--- config.mk ---
export PLATFORM = sky130hd
export DESIGN_NAME = ring_dma_chan
export DESIGN_NICKNAME = d
export VERILOG_FILES = /design/src/rtl/ring_dma_pkg.sv /design/src/rtl/ring_dma_dp.sv /design/src/rtl/ring_dma_ctl.sv /design/src/rtl/ring_dma_chan.sv
export SDC_FILE = /design/constraint.sdc
export NUM_CORES = 1
export LEC_CHECK = 0
export ABC_AREA = 1
export CORE_ASPECT_RATIO = 1.25
export CORE_UTILIZATION = 29
export CTS_CLUSTER_DIAMETER = 120
export DETAILED_ROUTE_END_ITERATION = 6
export DONT_BUFFER_PORTS = 1
export PLACE_DENSITY_LB_ADDON = 0.1
export REMOVE_ABC_BUFFERS = 1
export SYNTH_ARGS = -nofsm -noshare
export SYNTH_HDL_FRONTEND = slang
export SYNTH_SLANG_ARGS = --single-unit
export TNS_END_PERCENT = 30
--- constraint.sdc ---
create_clock -name clk -period 2.9 [get_ports clk]
set_input_delay 0.145 -clock clk [delete_from_list [all_inputs] [get_ports clk]]
set_output_delay 0.145 -clock clk [all_outputs]
set_load 0.01 [all_outputs]
--- src/rtl/ring_dma_pkg.sv ---
package ring_dma_pkg;
  localparam int DESC_WORDS = 8;
  localparam int WSEL_W     = $clog2(DESC_WORDS);
  localparam int INT_W      = 4;
  localparam int INT_DONE   = 0;
  localparam int INT_IOF    = 1;
  localparam int INT_STFULL = 2;
  localparam int INT_ERR    = 3;
  localparam logic [2:0] TYPE_DATA = 3'd1;
  localparam logic [2:0] TYPE_LINK = 3'd3;

  typedef enum logic [2:0] {
    ST_IDLE, ST_REQ, ST_RSP, ST_DEC, ST_XWAIT, ST_CMPL, ST_ABT
  } chanState_t;

  typedef struct packed {
    logic              ldWord;
    logic [WSEL_W-1:0] wordSel;
    logic              advPtr;
    logic              linkJump;
    logic              setDone;
    logic              setIof;
    logic              setErr;
    logic              setAbort;
  } ctlStrobes_t;
endpackage

--- src/rtl/ring_dma_dp.sv ---
module ring_dma_dp
  import ring_dma_pkg::*;
#(
  parameter int ADDR_W = 32,
  parameter int CNT_W  = 16
) (
  input  logic              clk,
  input  logic              rstN,
  input  logic [ADDR_W-1:0] ringBase,
  input  logic              initReq,
  input  logic              wrCntWe,
  input  logic [CNT_W-1:0]  wrCntData,
  input  logic              runningIn,
  input  ctlStrobes_t       stb,
  input  logic [31:0]       memRspData,
  input  logic              stsFull,
  input  logic [INT_W-1:0]  intClr,
  input  logic [INT_W-1:0]  intEn,
  output logic [ADDR_W-1:0] descPtr,
  output logic [CNT_W-1:0]  rdCnt,
  output logic              aborted,
  output logic [INT_W-1:0]  intStatus,
  output logic              irq,
  output logic [2:0]        descType,
  output logic              iofFlag,
  output logic              cntEq,
  output logic              lastSlot
);
  localparam int DESC_BYTES = DESC_WORDS * 4;
  localparam int ALIGN_BITS = $clog2(DESC_BYTES);
  localparam logic [ADDR_W-1:0] ALIGN_MASK = ADDR_W'((1 << ALIGN_BITS) - 1);

  logic [CNT_W-1:0]  wrCnt;
  logic [31:0]       word0, word2, word3;
  logic [63:0]       linkRaw;
  logic [ADDR_W-1:0] linkNext;
  logic [INT_W-1:0]  intSet;
  logic              wrAccept;
  logic              unusedBits;

  assign linkRaw    = {word3, word2};
  assign linkNext   = linkRaw[ADDR_W-1:0] & ~ALIGN_MASK;
  assign unusedBits = ^{linkRaw, word0[27:0]};
  assign descType   = word0[31:29];
  assign iofFlag    = word0[28];
  assign cntEq      = (rdCnt == wrCnt);
  assign lastSlot   = ((rdCnt + 1'b1) == wrCnt);
  assign wrAccept   = wrCntWe && !runningIn && !aborted;

  // descriptor word capture
  always_ff @(posedge clk) begin
    if (!rstN) begin
      word0 <= '0;
      word2 <= '0;
      word3 <= '0;
    end else if (stb.ldWord) begin
      if (stb.wordSel == WSEL_W'(0)) word0 <= memRspData;
      if (stb.wordSel == WSEL_W'(2)) word2 <= memRspData;
      if (stb.wordSel == WSEL_W'(3)) word3 <= memRspData;
    end
  end

  // pointer and counters
  always_ff @(posedge clk) begin
    if (!rstN || initReq) begin
      descPtr <= ringBase & ~ALIGN_MASK;
      rdCnt   <= '0;
      wrCnt   <= '0;
      aborted <= 1'b0;
    end else begin
      if (wrAccept)     wrCnt   <= wrCntData;
      if (stb.advPtr)   descPtr <= descPtr + ADDR_W'(DESC_BYTES);
      if (stb.linkJump) descPtr <= linkNext;
      if (stb.advPtr || stb.linkJump) rdCnt <= rdCnt + 1'b1;
      if (stb.setAbort) aborted <= 1'b1;
    end
  end

  // interrupt flags, setting wins over clearing
  always_comb begin
    intSet             = '0;
    intSet[INT_DONE]   = stb.setDone;
    intSet[INT_IOF]    = stb.setIof;
    intSet[INT_STFULL] = stsFull;
    intSet[INT_ERR]    = stb.setErr;
  end

  always_ff @(posedge clk) begin
    if (!rstN || initReq) intStatus <= '0;
    else                  intStatus <= (intStatus & ~intClr) | intSet;
  end

  assign irq = |(intStatus & intEn);


  init_clears_chk: assert property (@(posedge clk) disable iff (!rstN)
    initReq |=> (rdCnt == '0) && (intStatus == '0) && !aborted && cntEq);


  abort_hold_chk: assert property (@(posedge clk) disable iff (!rstN)
    aborted && !initReq |=> aborted);


  rd_step_chk: assert property (@(posedge clk) disable iff (!rstN)
    !initReq |=> (rdCnt == $past(rdCnt)) || (rdCnt == $past(rdCnt) + 1'b1));


  wr_hold_chk: assert property (@(posedge clk) disable iff (!rstN)
    runningIn && !initReq |=> $stable(wrCnt));


  ptr_hold_chk: assert property (@(posedge clk) disable iff (!rstN)
    !stb.advPtr && !stb.linkJump && !initReq |=> $stable(descPtr));

  generate
    for (genvar b = 0; b < INT_W; b++) begin : g_w1c

      w1c_only_chk: assert property (@(posedge clk) disable iff (!rstN)
        $fell(intStatus[b]) |-> $past(intClr[b] || initReq));
    end
  endgenerate
endmodule

--- src/rtl/ring_dma_ctl.sv ---
module ring_dma_ctl
  import ring_dma_pkg::*;
(
  input  logic        clk,
  input  logic        rstN,
  input  logic        initReq,
  input  logic        cntEq,
  input  logic        lastSlot,
  input  logic [2:0]  descType,
  input  logic        iofFlag,
  input  logic        abortedIn,
  input  logic        memReqReady,
  input  logic        memRspValid,
  input  logic        xferDone,
  input  logic        xferErr,
  output logic        memReqValid,
  output logic        xferStart,
  output logic        running,
  output ctlStrobes_t stb
);
  chanState_t        state, nextState;
  logic [WSEL_W-1:0] beat;

  always_ff @(posedge clk) begin
    if (!rstN || initReq) state <= ST_IDLE;
    else                  state <= nextState;
  end

  always_ff @(posedge clk) begin
    if (!rstN || initReq || state == ST_REQ) beat <= '0;
    else if (state == ST_RSP && memRspValid) beat <= beat + 1'b1;
  end

  always_comb begin
    nextState   = state;
    stb         = '0;
    stb.wordSel = beat;
    memReqValid = 1'b0;
    xferStart   = 1'b0;
    unique case (state)
      ST_IDLE:  if (!cntEq) nextState = ST_REQ;
      ST_REQ: begin
        memReqValid = 1'b1;
        if (memReqReady) nextState = ST_RSP;
      end
      ST_RSP: if (memRspValid) begin
        stb.ldWord = 1'b1;
        if (beat == WSEL_W'(DESC_WORDS - 1)) nextState = ST_DEC;
      end
      ST_DEC: begin
        if (descType == TYPE_DATA) begin
          xferStart = 1'b1;
          nextState = ST_XWAIT;
        end else if (descType == TYPE_LINK) begin
          stb.linkJump = 1'b1;
          stb.setDone  = lastSlot;
          nextState    = lastSlot ? ST_IDLE : ST_REQ;
        end else begin
          stb.setErr   = 1'b1;
          stb.setAbort = 1'b1;
          nextState    = ST_ABT;
        end
      end
      ST_XWAIT: begin
        if (xferErr) begin
          stb.setErr   = 1'b1;
          stb.setAbort = 1'b1;
          nextState    = ST_ABT;
        end else if (xferDone) begin
          nextState = ST_CMPL;
        end
      end
      ST_CMPL: begin
        stb.advPtr  = 1'b1;
        stb.setIof  = iofFlag;
        stb.setDone = lastSlot;
        nextState   = lastSlot ? ST_IDLE : ST_REQ;
      end
      ST_ABT:   nextState = ST_ABT;
      default:  nextState = ST_IDLE;
    endcase
  end

  assign running = (state != ST_IDLE && state != ST_ABT) || (state == ST_IDLE && !cntEq);


  req_hold_chk: assert property (@(posedge clk) disable iff (!rstN)
    memReqValid && !memReqReady && !initReq |=> memReqValid);


  abort_quiet_chk: assert property (@(posedge clk) disable iff (!rstN)
    abortedIn |-> !memReqValid && !xferStart);


  idle_eq_chk: assert property (@(posedge clk) disable iff (!rstN)
    !running && !abortedIn |-> cntEq);


  start_pulse_chk: assert property (@(posedge clk) disable iff (!rstN)
    xferStart |=> !xferStart);
endmodule

--- src/rtl/ring_dma_chan.sv ---
module ring_dma_chan
  import ring_dma_pkg::*;
#(
  parameter int ADDR_W = 32,
  parameter int CNT_W  = 16
) (
  input  logic              clk,
  input  logic              rstN,
  input  logic [ADDR_W-1:0] ringBase,
  input  logic              initReq,
  input  logic              wrCntWe,
  input  logic [CNT_W-1:0]  wrCntData,
  output logic [CNT_W-1:0]  rdCnt,
  output logic              running,
  output logic              aborted,
  input  logic [3:0]        intEn,
  input  logic [3:0]        intClr,
  input  logic              stsFull,
  output logic [3:0]        intStatus,
  output logic              irq,
  output logic              memReqValid,
  input  logic              memReqReady,
  output logic [ADDR_W-1:0] memReqAddr,
  input  logic              memRspValid,
  input  logic [31:0]       memRspData,
  output logic              xferStart,
  input  logic              xferDone,
  input  logic              xferErr
);
  ctlStrobes_t stb;
  logic [2:0]  descType;
  logic        iofFlag, cntEq, lastSlot;

  ring_dma_ctl u_ctl (
    .clk(clk), .rstN(rstN), .initReq(initReq), .cntEq(cntEq), .lastSlot(lastSlot),
    .descType(descType), .iofFlag(iofFlag), .abortedIn(aborted),
    .memReqReady(memReqReady), .memRspValid(memRspValid),
    .xferDone(xferDone), .xferErr(xferErr), .memReqValid(memReqValid),
    .xferStart(xferStart), .running(running), .stb(stb)
  );

  ring_dma_dp #(.ADDR_W(ADDR_W), .CNT_W(CNT_W)) u_dp (
    .clk(clk), .rstN(rstN), .ringBase(ringBase), .initReq(initReq),
    .wrCntWe(wrCntWe), .wrCntData(wrCntData), .runningIn(running), .stb(stb),
    .memRspData(memRspData), .stsFull(stsFull), .intClr(intClr), .intEn(intEn),
    .descPtr(memReqAddr), .rdCnt(rdCnt), .aborted(aborted), .intStatus(intStatus),
    .irq(irq), .descType(descType), .iofFlag(iofFlag), .cntEq(cntEq), .lastSlot(lastSlot)
  );
endmodule

==> results of run 1 <==
-- sequential cells by signal, indices dropped and copies added (netlist names) --
register and cells:
u_dp.word0 4, u_dp.wrCnt 16, u_dp.intStatus 4, u_dp.aborted 1, u_dp.descPtr 27, u_ctl.state 3
u_dp.word2 27, u_ctl.beat 3, u_dp.rdCnt 16
-- worst max-delay path: stages (launching register included) --
cell and delay, ps:
dfxtp_1 440, nor3_2 90, nand2_1 110, inv_2 50, nor2_2 520, clkinv_1 510
nand2_1 270, nand3_1 90, nand2_1 60, inv_1 30
-- kinds of logic (layout without fill, tap and decap cells) --
family                   after synthesis  in the layout  share of synthesized area
buffers and inverters                114            180                     0.0837
AND/OR/NAND/NOR                      424            424                      0.329
XOR/XNOR                              25             25                     0.0376
adder cells (fa/ha/maj)                6              6                     0.0129
other                                  1              6                   0.000645
AO/OA/AOI/OAI                        156            156                      0.142
flip-flops                           101            101                      0.394
-- layout make-up --
class	instances	area [µm²]	area share
Antenna cell	1	2.50	0.000353
Clock buffer	11	243	0.0342
Clock inverter	5	57.6	0.00812
Inverter	84	317	0.0447
Multi-Input combinational cell	616	3060	0.431
Sequential cell	101	2290	0.323
Tap cell	265	332	0.0468
Timing Repair Buffer	80	791	0.112
-- path summary, 6_finish.rpt --
kind | from | end | depth (start not counted)
max | u_ctl.state[2]$_SDFFE_PP0P_ | u_ctl.state[0]$_SDFFE_PP0P_ | 9
min | ringBase[19] | u_dp.descPtr[19]$_DFFE_PP_ | 2
min reg2reg | u_dp.word0[28]$_SDFFE_PN0P_ | u_dp.intStatus[1]$_SDFF_PP0_ | 2
max reg2reg | u_ctl.state[2]$_SDFFE_PP0P_ | u_ctl.state[0]$_SDFFE_PP0P_ | 9
-- routing by layer --
metal,vias up,global-route usage,share of wire
met3,32,0.0546,0.061
met2,138,0.325,0.50
met5,-,0,0
met4,0,0.0759,0.031
li1,2834,-,-
met1,2539,0.190,0.41
-- synth_stat cells (all sizes together) (2+ instances only) --
master,number
o21bai,2
nand4,14
o211ai,5
o22ai,3
xnor2,14
nor3b,2
clkinv,2
o21a,3
xor2,11
nand3,53
nand3b,6
nor2,138
buf,12
edfxtp,27
nor4,5
inv,82
dfxtp,74
or2,4
nand2,186
a31oi,2
clkbuf,18
ha,6
o21ai,88
a21oi,50
nor3,14
-- through the flow --
step / area (µm²) / worst slack [ps] / util / hold slack, ps / instances
finish: 7090 / 609 / 0.363 / 5.88 / 1163
global route: 7090 / 428 / 0.363 / 11.0 / 1163
CTS: 7090 / 607 / 0.363 / 2.98 / 1162
detailed placement: 6060 / 636 / 0.310 / 273 / 1074
global placement: 6060 / 665 / 0.310 / 268 / 1074
floorplan: 5660 / 197 / - / 262 / 801
-- power groups by stage --
stage	sequential [µW]	combinational, µW	clock [µW]
after floorplan	1690	751	0
after global placement	1720	982	0
after detailed placement	1720	996	0
after CTS	1690	1090	1310
after global routing	1710	1210	1370
final	1690	1070	1280
-- cells in the final DEF (no fill, tap or decap), drive strengths merged, types with 27 or more instances in the layout --
cell type      n
nor2         138
dlygate4sd3   71
dfxtp         74
nand3         53
edfxtp        27
o21ai         88
nand2        186
a21oi         50
inv           83
-- what timing repair did --
action                                 4_1_cts  5_1_grt
endpoints found under the hold margin       75        0
hold buffers                                72        0
setup endpoints to repair                    0        0
==> impl_metrics.tcl, run 1 <==
set metrics [dict create \
    final_min_period_over_clock_period 0.790 \
    die_h_um 160 \
    worstSetupEndpointType "flop" \
    power.sequential.fraction 0.418 \
    synth_sequential_area_ratio 0.394 \
    initial_cell_density_of_the_core 0.298 \
    antenna_violations_before_repair 1 \
    cp.required_ps 3160 \
    asyncSetResetFlopFracSynth 0 \
    postCtsSetupBuffers 0 \
    synth_top_area_share 0.255 \
    fin_tns_setup_ps 0 \
    coreArea_um2 19500 \
    route.detailed.vias_per_inst 4.77 \
    htreeDepth 3 \
    power_per_cell_area_nw_per_um2 569 \
    worstSetupPathType "reg2reg" \
    first_pass_grt_wire_length_um 28300 \
    dp_hpwl_um 13300 \
    first_pass_iters 4 \
    start_kind "flop" \
    drv.max_cap_violation_count 0 \
    finalMaxSlewViolations 0 \
    gr-total-overflow 0 \
    tritoncts_num_sinks 101 \
    synth_top_area_cell "dfxtp_1" \
    synth.yosys.warnings 0 \
    hold_viol_final 0 \
    grt_max_degree 60 \
    reg2reg_setup_slack_ps 610 \
    area_growth_pct 21.9 \
    num_cts_buffers 9 \
    power.share.switching 0.350 \
    via_count 5543 \
    drt_iter0_drc 167 \
    p_clk_frac 0.316 \
    clock_latency_late_sink_ps 360 \
    p_leak_uw 0.00281 \
    yosysUniqueCellTypes 46 \
    fin_crit_ps 2290 \
    gp_routability_congestion 0.871 \
    postSynthRegisterBits 101 \
    routed_wl_um 18500 \
    setup_repair_after_global_routing_missed_its_margin "no" \
    synth_area_um2 5820 \
    rows 57 \
    cell_internal_pwr_uw 2620 \
    total_power_uw 4040 \
    worst_slew_pin_slew_ps 695 \
    final_antenna_net_count 0 \
    detail_route.wl_per_cell_um 15.9 \
    ctsResizeCount 0 \
    clk_pin_slew_worst_paths_ps 70 \
    worstPathArrival_ps 2550 \
    switching_power_uw 1410 \
    drive_above_1_share 0.0792 \
    outcome "finished clean" \
    worst_skew_ps 14.1 \
    aggregate_global_route_resource_usage 0.180 \
    via_count_of_the_first_global_routing_pass 5431 \
    slew_headroom 0.537 \
    synth_area_leaders "dfxtp_1, edfxtp_1, nand2_1, nor2_1, o21ai_0" \
    die_x_um 129 \
    combinationalPowerShare 0.266 \
    dieArea_um2 20600 \
    cts_buffer_depth 2 \
    fillCellCount 2132 \
    post-route-drc-count 0 \
    synth-edff-count 27 \
    vdd_ir_drop_max_v 0.000370 \
    io_buffers 0 \
    hp_class "in2reg" \
    tritoncts "yes" \
    cts.root.buffer_cell "clkbuf_16" \
    synthesis.area_per_instance_um2 7.03 \
    critPathMaxFanout 12 \
    setup-violations-final 0 \
    postSynthCellCount 827 \
    max_freq_mhz 437 \
    ios 154 \
    nets 995 \
    postSynth.topFlopCell "dfxtp_1" \
]
Power figures use the tool's default switching activity.
==> inputs of run 2 (changes only) <==
- clock period: 2.9 -> 2.05 ns (I/O delays scaled with it)
==> impl_metrics.tcl, run 2 (synthesized netlist as in run 1, its figures left out) <==
set metrics [dict create \
    outcome "finished clean" \
    fin_crit_ps 1950 \
    num_cts_buffers 9 \
    post-route-drc-count 0 \
    via_count_of_the_first_global_routing_pass 5824 \
    worst_hold_slack_ps 20.4 \
    mostFrequentLayoutCell "nand2_1" \
    final_antenna_net_count 0 \
    clk_pin_slew_worst_paths_ps 70 \
    cp.required_ps 1950 \
    gp_routability_congestion 0.892 \
    biggestRegsByFlops "u_dp.descPtr x27, u_dp.word2 x27" \
    io_buffers 0 \
    antenna_violations_before_repair 1 \
    p_clk_frac 0.315 \
    aggregate_global_route_resource_usage 0.188 \
    hp_class "in2reg" \
    cell_internal_pwr_uw 3840 \
    power_per_cell_area_nw_per_um2 774 \
    cts_buffer_depth 2 \
    drv.max_cap_violation_count 0 \
    final_cell_mix "nand2_1, nor2_1, o21ai_0" \
    worstSetupPathType "reg2out" \
    worst_slew_pin_slew_ps 1150 \
    route.detailed.vias_per_inst 4.75 \
    routed_wl_um 19200 \
    worst_reg2reg_path_depth 10 \
    drive_above_1_share 0.138 \
    worstSetupEndpointType "output pin" \
    area_growth_pct 31.1 \
    setup-violations-final 0 \
    min_delay_path_depth 3 \
    grt_max_degree 33 \
    worst_skew_ps 8.07 \
    cts.root.buffer_cell "clkbuf_16" \
    initial_cell_density_of_the_core 0.298 \
    htreeDepth 3 \
    dp_hpwl_um 14400 \
    placed_cell_area_um2 6480 \
    dp_worst_slack_ps -81.5 \
    finalInstanceArea_um2 7630 \
    nets 1052 \
    clock_latency_late_sink_ps 360 \
    final_core_util 0.390 \
    rows 57 \
    first_pass_grt_wire_length_um 29800 \
    reg2reg_setup_slack_ps 170 \
    drt_iter0_drc 239 \
    via_count 5795 \
    switching_power_uw 2060 \
    coreArea_um2 19500 \
    worstHoldEndpoint "u_ctl.beat[0]$_SDFFE_PP0P_" \
    p_leak_uw 0.00310 \
    setup_repair_after_global_routing_missed_its_margin "yes" \
    first_pass_iters 4 \
    final_critical_path_setup_slack_ps 96.1 \
    max_freq_mhz 512 \
    tritoncts "yes" \
    total_power_uw 5900 \
    ios 154 \
    combinationalPowerShare 0.291 \
    tritoncts_num_sinks 101 \
    die_h_um 160 \
    postCtsSetupBuffers 0 \
    final_min_period_over_clock_period 0.953 \
    detail_route.wl_per_cell_um 15.7 \
    critPathMaxFanout 18 \
    vdd_ir_drop_max_v 0.000458 \
    gr-total-overflow 0 \
    power.share.switching 0.349 \
    hold_viol_final 0 \
    power.sequential.fraction 0.395 \
    die_x_um 129 \
    start_kind "flop" \
    worstPathArrival_ps 1850 \
    reg2reg_to "u_dp.descPtr[21]$_DFFE_PP_" \
    dieArea_um2 20600 \
    finalMaxSlewViolations 0 \
    slew_headroom 0.232 \
    reg2reg_from "u_dp.descPtr[5]$_DFFE_PP_" \
    holdCritStartpoint "memRspValid" \
]
## run 2: changes by cell type in the layout (fill, tap and decap cells not counted), moves of 2 or more
cell           delta
buf_4            +51
dlygate4sd3_1     +5
nor2_1            -4
nor2_4            +3
clkinv_2          -2
inv_4             +2
nand3_1           -2
nand3_4           +2
## run 2: through the flow
step	std cells	TNS [ps]
3_5_place_dp	1127	-236
6_report	1220	0
5_1_grt	1220	-55.1
2_1_floorplan	801	-39770
3_3_place_gp	1127	-40.5
4_1_cts	1219	0
## run 2: worst max-delay path by stage
stage	start	endpoint	slack (ps)
finish	u_dp.rdCnt[2]$_SDFFE_PP0P_	running	100
global route	u_dp.rdCnt[0]$_SDFFE_PP0P_	running	-30
CTS	u_dp.rdCnt[0]$_SDFFE_PP0P_	running	10
detailed placement	u_ctl.state[0]$_SDFFE_PP0P_	u_ctl.state[0]$_SDFFE_PP0P_	-80
global placement	u_ctl.state[1]$_SDFFE_PP0P_	u_ctl.state[0]$_SDFFE_PP0P_	-20
floorplan	u_ctl.state[2]$_SDFFE_PP0P_	u_dp.descPtr[10]$_DFFE_PP_	-650
## run 2: cell type report
class / instances / area, µm²
Antenna cell: 1 / 2.50
Clock buffer: 12 / 258
Clock inverter: 4 / 52.6
Fill cell: 2145 / 11900
Inverter: 84 / 319
Multi-Input combinational cell: 616 / 3130
Sequential cell: 101 / 2290
Tap cell: 265 / 332
Timing Repair Buffer: 137 / 1240
## run 2: per-layer routing
metal,wire length [µm],vias to the layer above,global-route usage
li1,-,2948,-
met1,7670,2668,0.199
met2,9870,147,0.349
met3,1150,32,0.0476
met4,501,0,0.0791
met5,0,-,0
## run 2: critical path, cell delays in order (launching register included)
cell and delay [ps]:
dfxtp_1 450, buf_4 190, xnor2_1 120, nand4_1 120, nor2_1 140, nand3_2 190, nand2_8 190, inv_1 100
## run 2: timing repair
item | in CTS | in global routing
hold buffers | 76 | 0
endpoints found under the setup margin | 6 | 9
resized for setup | 1 | 17
pin swaps | 0 | 2
hold endpoints to repair | 78 | 0
## run 2: power by group through the flow
stage	Combinational (µW)	Sequential (µW)	Clock, µW
detailed placement	1570	2370	0
floorplan	1060	2380	0
global placement	1550	2370	0
finish	1720	2330	1860
CTS	1710	2330	1920
global route	1940	2350	1980
==> inputs of run 3 (changes only) <==
- CORE_UTILIZATION: 29 -> 35
==> impl_metrics.tcl, run 3 (synthesized netlist as in run 1, its figures left out) <==
set metrics [dict create \
    outcome "finished clean" \
    drv.max_cap_violation_count 0 \
    cp-endpoint "running" \
    antenna_violations_before_repair 2 \
    placed_cell_area_um2 6380 \
    finalMaxSlewViolations 0 \
    final_cell_mix "nand2_1, nor2_1, o21ai_0" \
    reg2reg_to "u_dp.descPtr[26]$_DFFE_PP_" \
    worstPathArrival_ps 1840 \
    ios 154 \
    max_freq_mhz 516 \
    dieArea_um2 17100 \
    nets 1050 \
    first_pass_grt_wire_length_um 28800 \
    final_min_period_over_clock_period 0.946 \
    worstSetupPathType "reg2out" \
    tritoncts_num_sinks 101 \
    hold_viol_final 0 \
    slew_headroom 0.264 \
    total_power_uw 5950 \
    p_leak_uw 0.00308 \
    cts_buffer_depth 2 \
    tritoncts "yes" \
    rows 52 \
    detail_route.wl_per_cell_um 15.6 \
    io_buffers 0 \
    htreeDepth 3 \
    post-route-drc-count 0 \
    dp_hpwl_um 13300 \
    cp-startpoint "u_dp.rdCnt[3]$_SDFFE_PP0P_" \
    via_count 5803 \
    worstSetupEndpointType "output pin" \
    setup-violations-final 0 \
    reg2reg_from "u_dp.descPtr[6]$_DFFE_PP_" \
    final_antenna_net_count 0 \
    mostFrequentLayoutCell "nand2_1" \
    worst_slew_pin_slew_ps 1100 \
    gp_routability_congestion 0.893 \
    cp.required_ps 1950 \
    area_growth_pct 29.5 \
    initial_cell_density_of_the_core 0.359 \
    clk_pin_slew_worst_paths_ps 70 \
    clock_latency_late_sink_ps 360 \
    die_h_um 146 \
    reg2reg_setup_slack_ps 110 \
    routed_wl_um 18200 \
    hp_class "in2reg" \
    via_count_of_the_first_global_routing_pass 5703 \
    fillCellCount 1646 \
    setup_repair_after_global_routing_missed_its_margin "yes" \
    start_kind "flop" \
    vdd_ir_drop_max_v 0.000744 \
    fin_crit_ps 1940 \
    aggregate_global_route_resource_usage 0.214 \
    power_per_cell_area_nw_per_um2 790 \
    first_pass_iters 4 \
    grt_max_degree 35 \
    route.detailed.vias_per_inst 4.96 \
    worst_skew_ps 7.55 \
    num_cts_buffers 9 \
    gr-total-overflow 0 \
    cts.root.buffer_cell "clkbuf_16" \
    worst_reg2reg_path_depth 11 \
    biggestRegsByFlops "u_dp.descPtr x27, u_dp.word2 x27" \
    coreArea_um2 16200 \
    critPathMaxFanout 8 \
    die_x_um 117 \
    drive_above_1_share 0.138 \
    finalInstanceArea_um2 7530 \
    drt_iter0_drc 249 \
]
[run 3: cell count changes in the layout (fill, tap and decap cells not counted), sizes merged]
cell,delta
bufinv,-1
clkinv,+2
diode,+2
dlygate4sd3,-3
inv,-1
nand2,+1
[run 3: routing by layer]
metal | global-route usage | vias up | part of all wire
li1 | - | 2955 | -
met1 | 0.225 | 2684 | 0.39
met2 | 0.404 | 140 | 0.53
met3 | 0.0586 | 24 | 0.057
met4 | 0.0688 | 0 | 0.018
met5 | 0 | - | 0
[run 3: what timing repair did]
| item | in CTS | in global routing |
|---|---|---|
| pin swaps | 0 | 6 |
| hold buffers | 73 | 0 |
| gates resized for setup | 1 | 16 |
| buffers inserted | 0 | 5 |
| setup endpoints to repair | 1 | 25 |
| gates cloned | 0 | 1 |
| endpoints found under the hold margin | 76 | 0 |
[run 3: worst max-delay path, cell delays in order, from the launching register on]
cell and delay (ps):
dfxtp_1 460, buf_4 170, o22ai_1 80, nor2_1 100
nand3_1 80, nor2_1 170, nand3_4 170, nand2_8 170
inv_1 90
[run 3: how the worst min path moves through the flow]
stage / to / from / slack (ps) / cells after the start
after detailed placement: u_dp.intStatus[2]$_SDFF_PP0_ / stsFull / 240 / 2
after CTS: u_dp.word2[15]$_SDFFE_PN0P_ / memRspData[15] / 2 / 2
after global routing: u_dp.word2[15]$_SDFFE_PN0P_ / memRspData[15] / 5 / 2
after floorplan: u_dp.intStatus[2]$_SDFF_PP0_ / stsFull / 220 / 2
final: u_dp.word2[15]$_SDFFE_PN0P_ / memRspData[15] / 10 / 2
after global placement: u_dp.intStatus[2]$_SDFF_PP0_ / stsFull / 220 / 2
[run 3: layout make-up]
class / count / area (µm²) / share of cell area
Antenna cell: 3 / 7.51 / 0.000997
Clock buffer: 12 / 268 / 0.0356
Clock inverter: 4 / 28.8 / 0.00382
Inverter: 84 / 319 / 0.0424
Multi-Input combinational cell: 617 / 3130 / 0.415
Sequential cell: 101 / 2300 / 0.305
Tap cell: 216 / 270 / 0.0359
Timing Repair Buffer: 134 / 1210 / 0.161
[run 3: report_power, final]
| group | internal, µW | switching [µW] | total, µW |
|---|---|---|---|
| Combinational | 711 | 1160 | 1870 |
| Clock | 936 | 808 | 1740 |
| Sequential | 2200 | 128 | 2330 |
| Total | 3850 | 2100 | 5950 |
[run 3: stage by stage]
step	util	worst slack [ps]	std cells	hold slack, ps	TNS, ps
6_report	0.465	110	1171	12.0	0
5_1_grt	0.465	-13.3	1170	4.75	-19.2
4_1_cts	0.457	6.81	1162	2.33	0
3_5_place_dp	0.394	88.5	1073	238	0
3_3_place_gp	0.394	111	1073	221	0
2_1_floorplan	-	-653	801	220	-39770
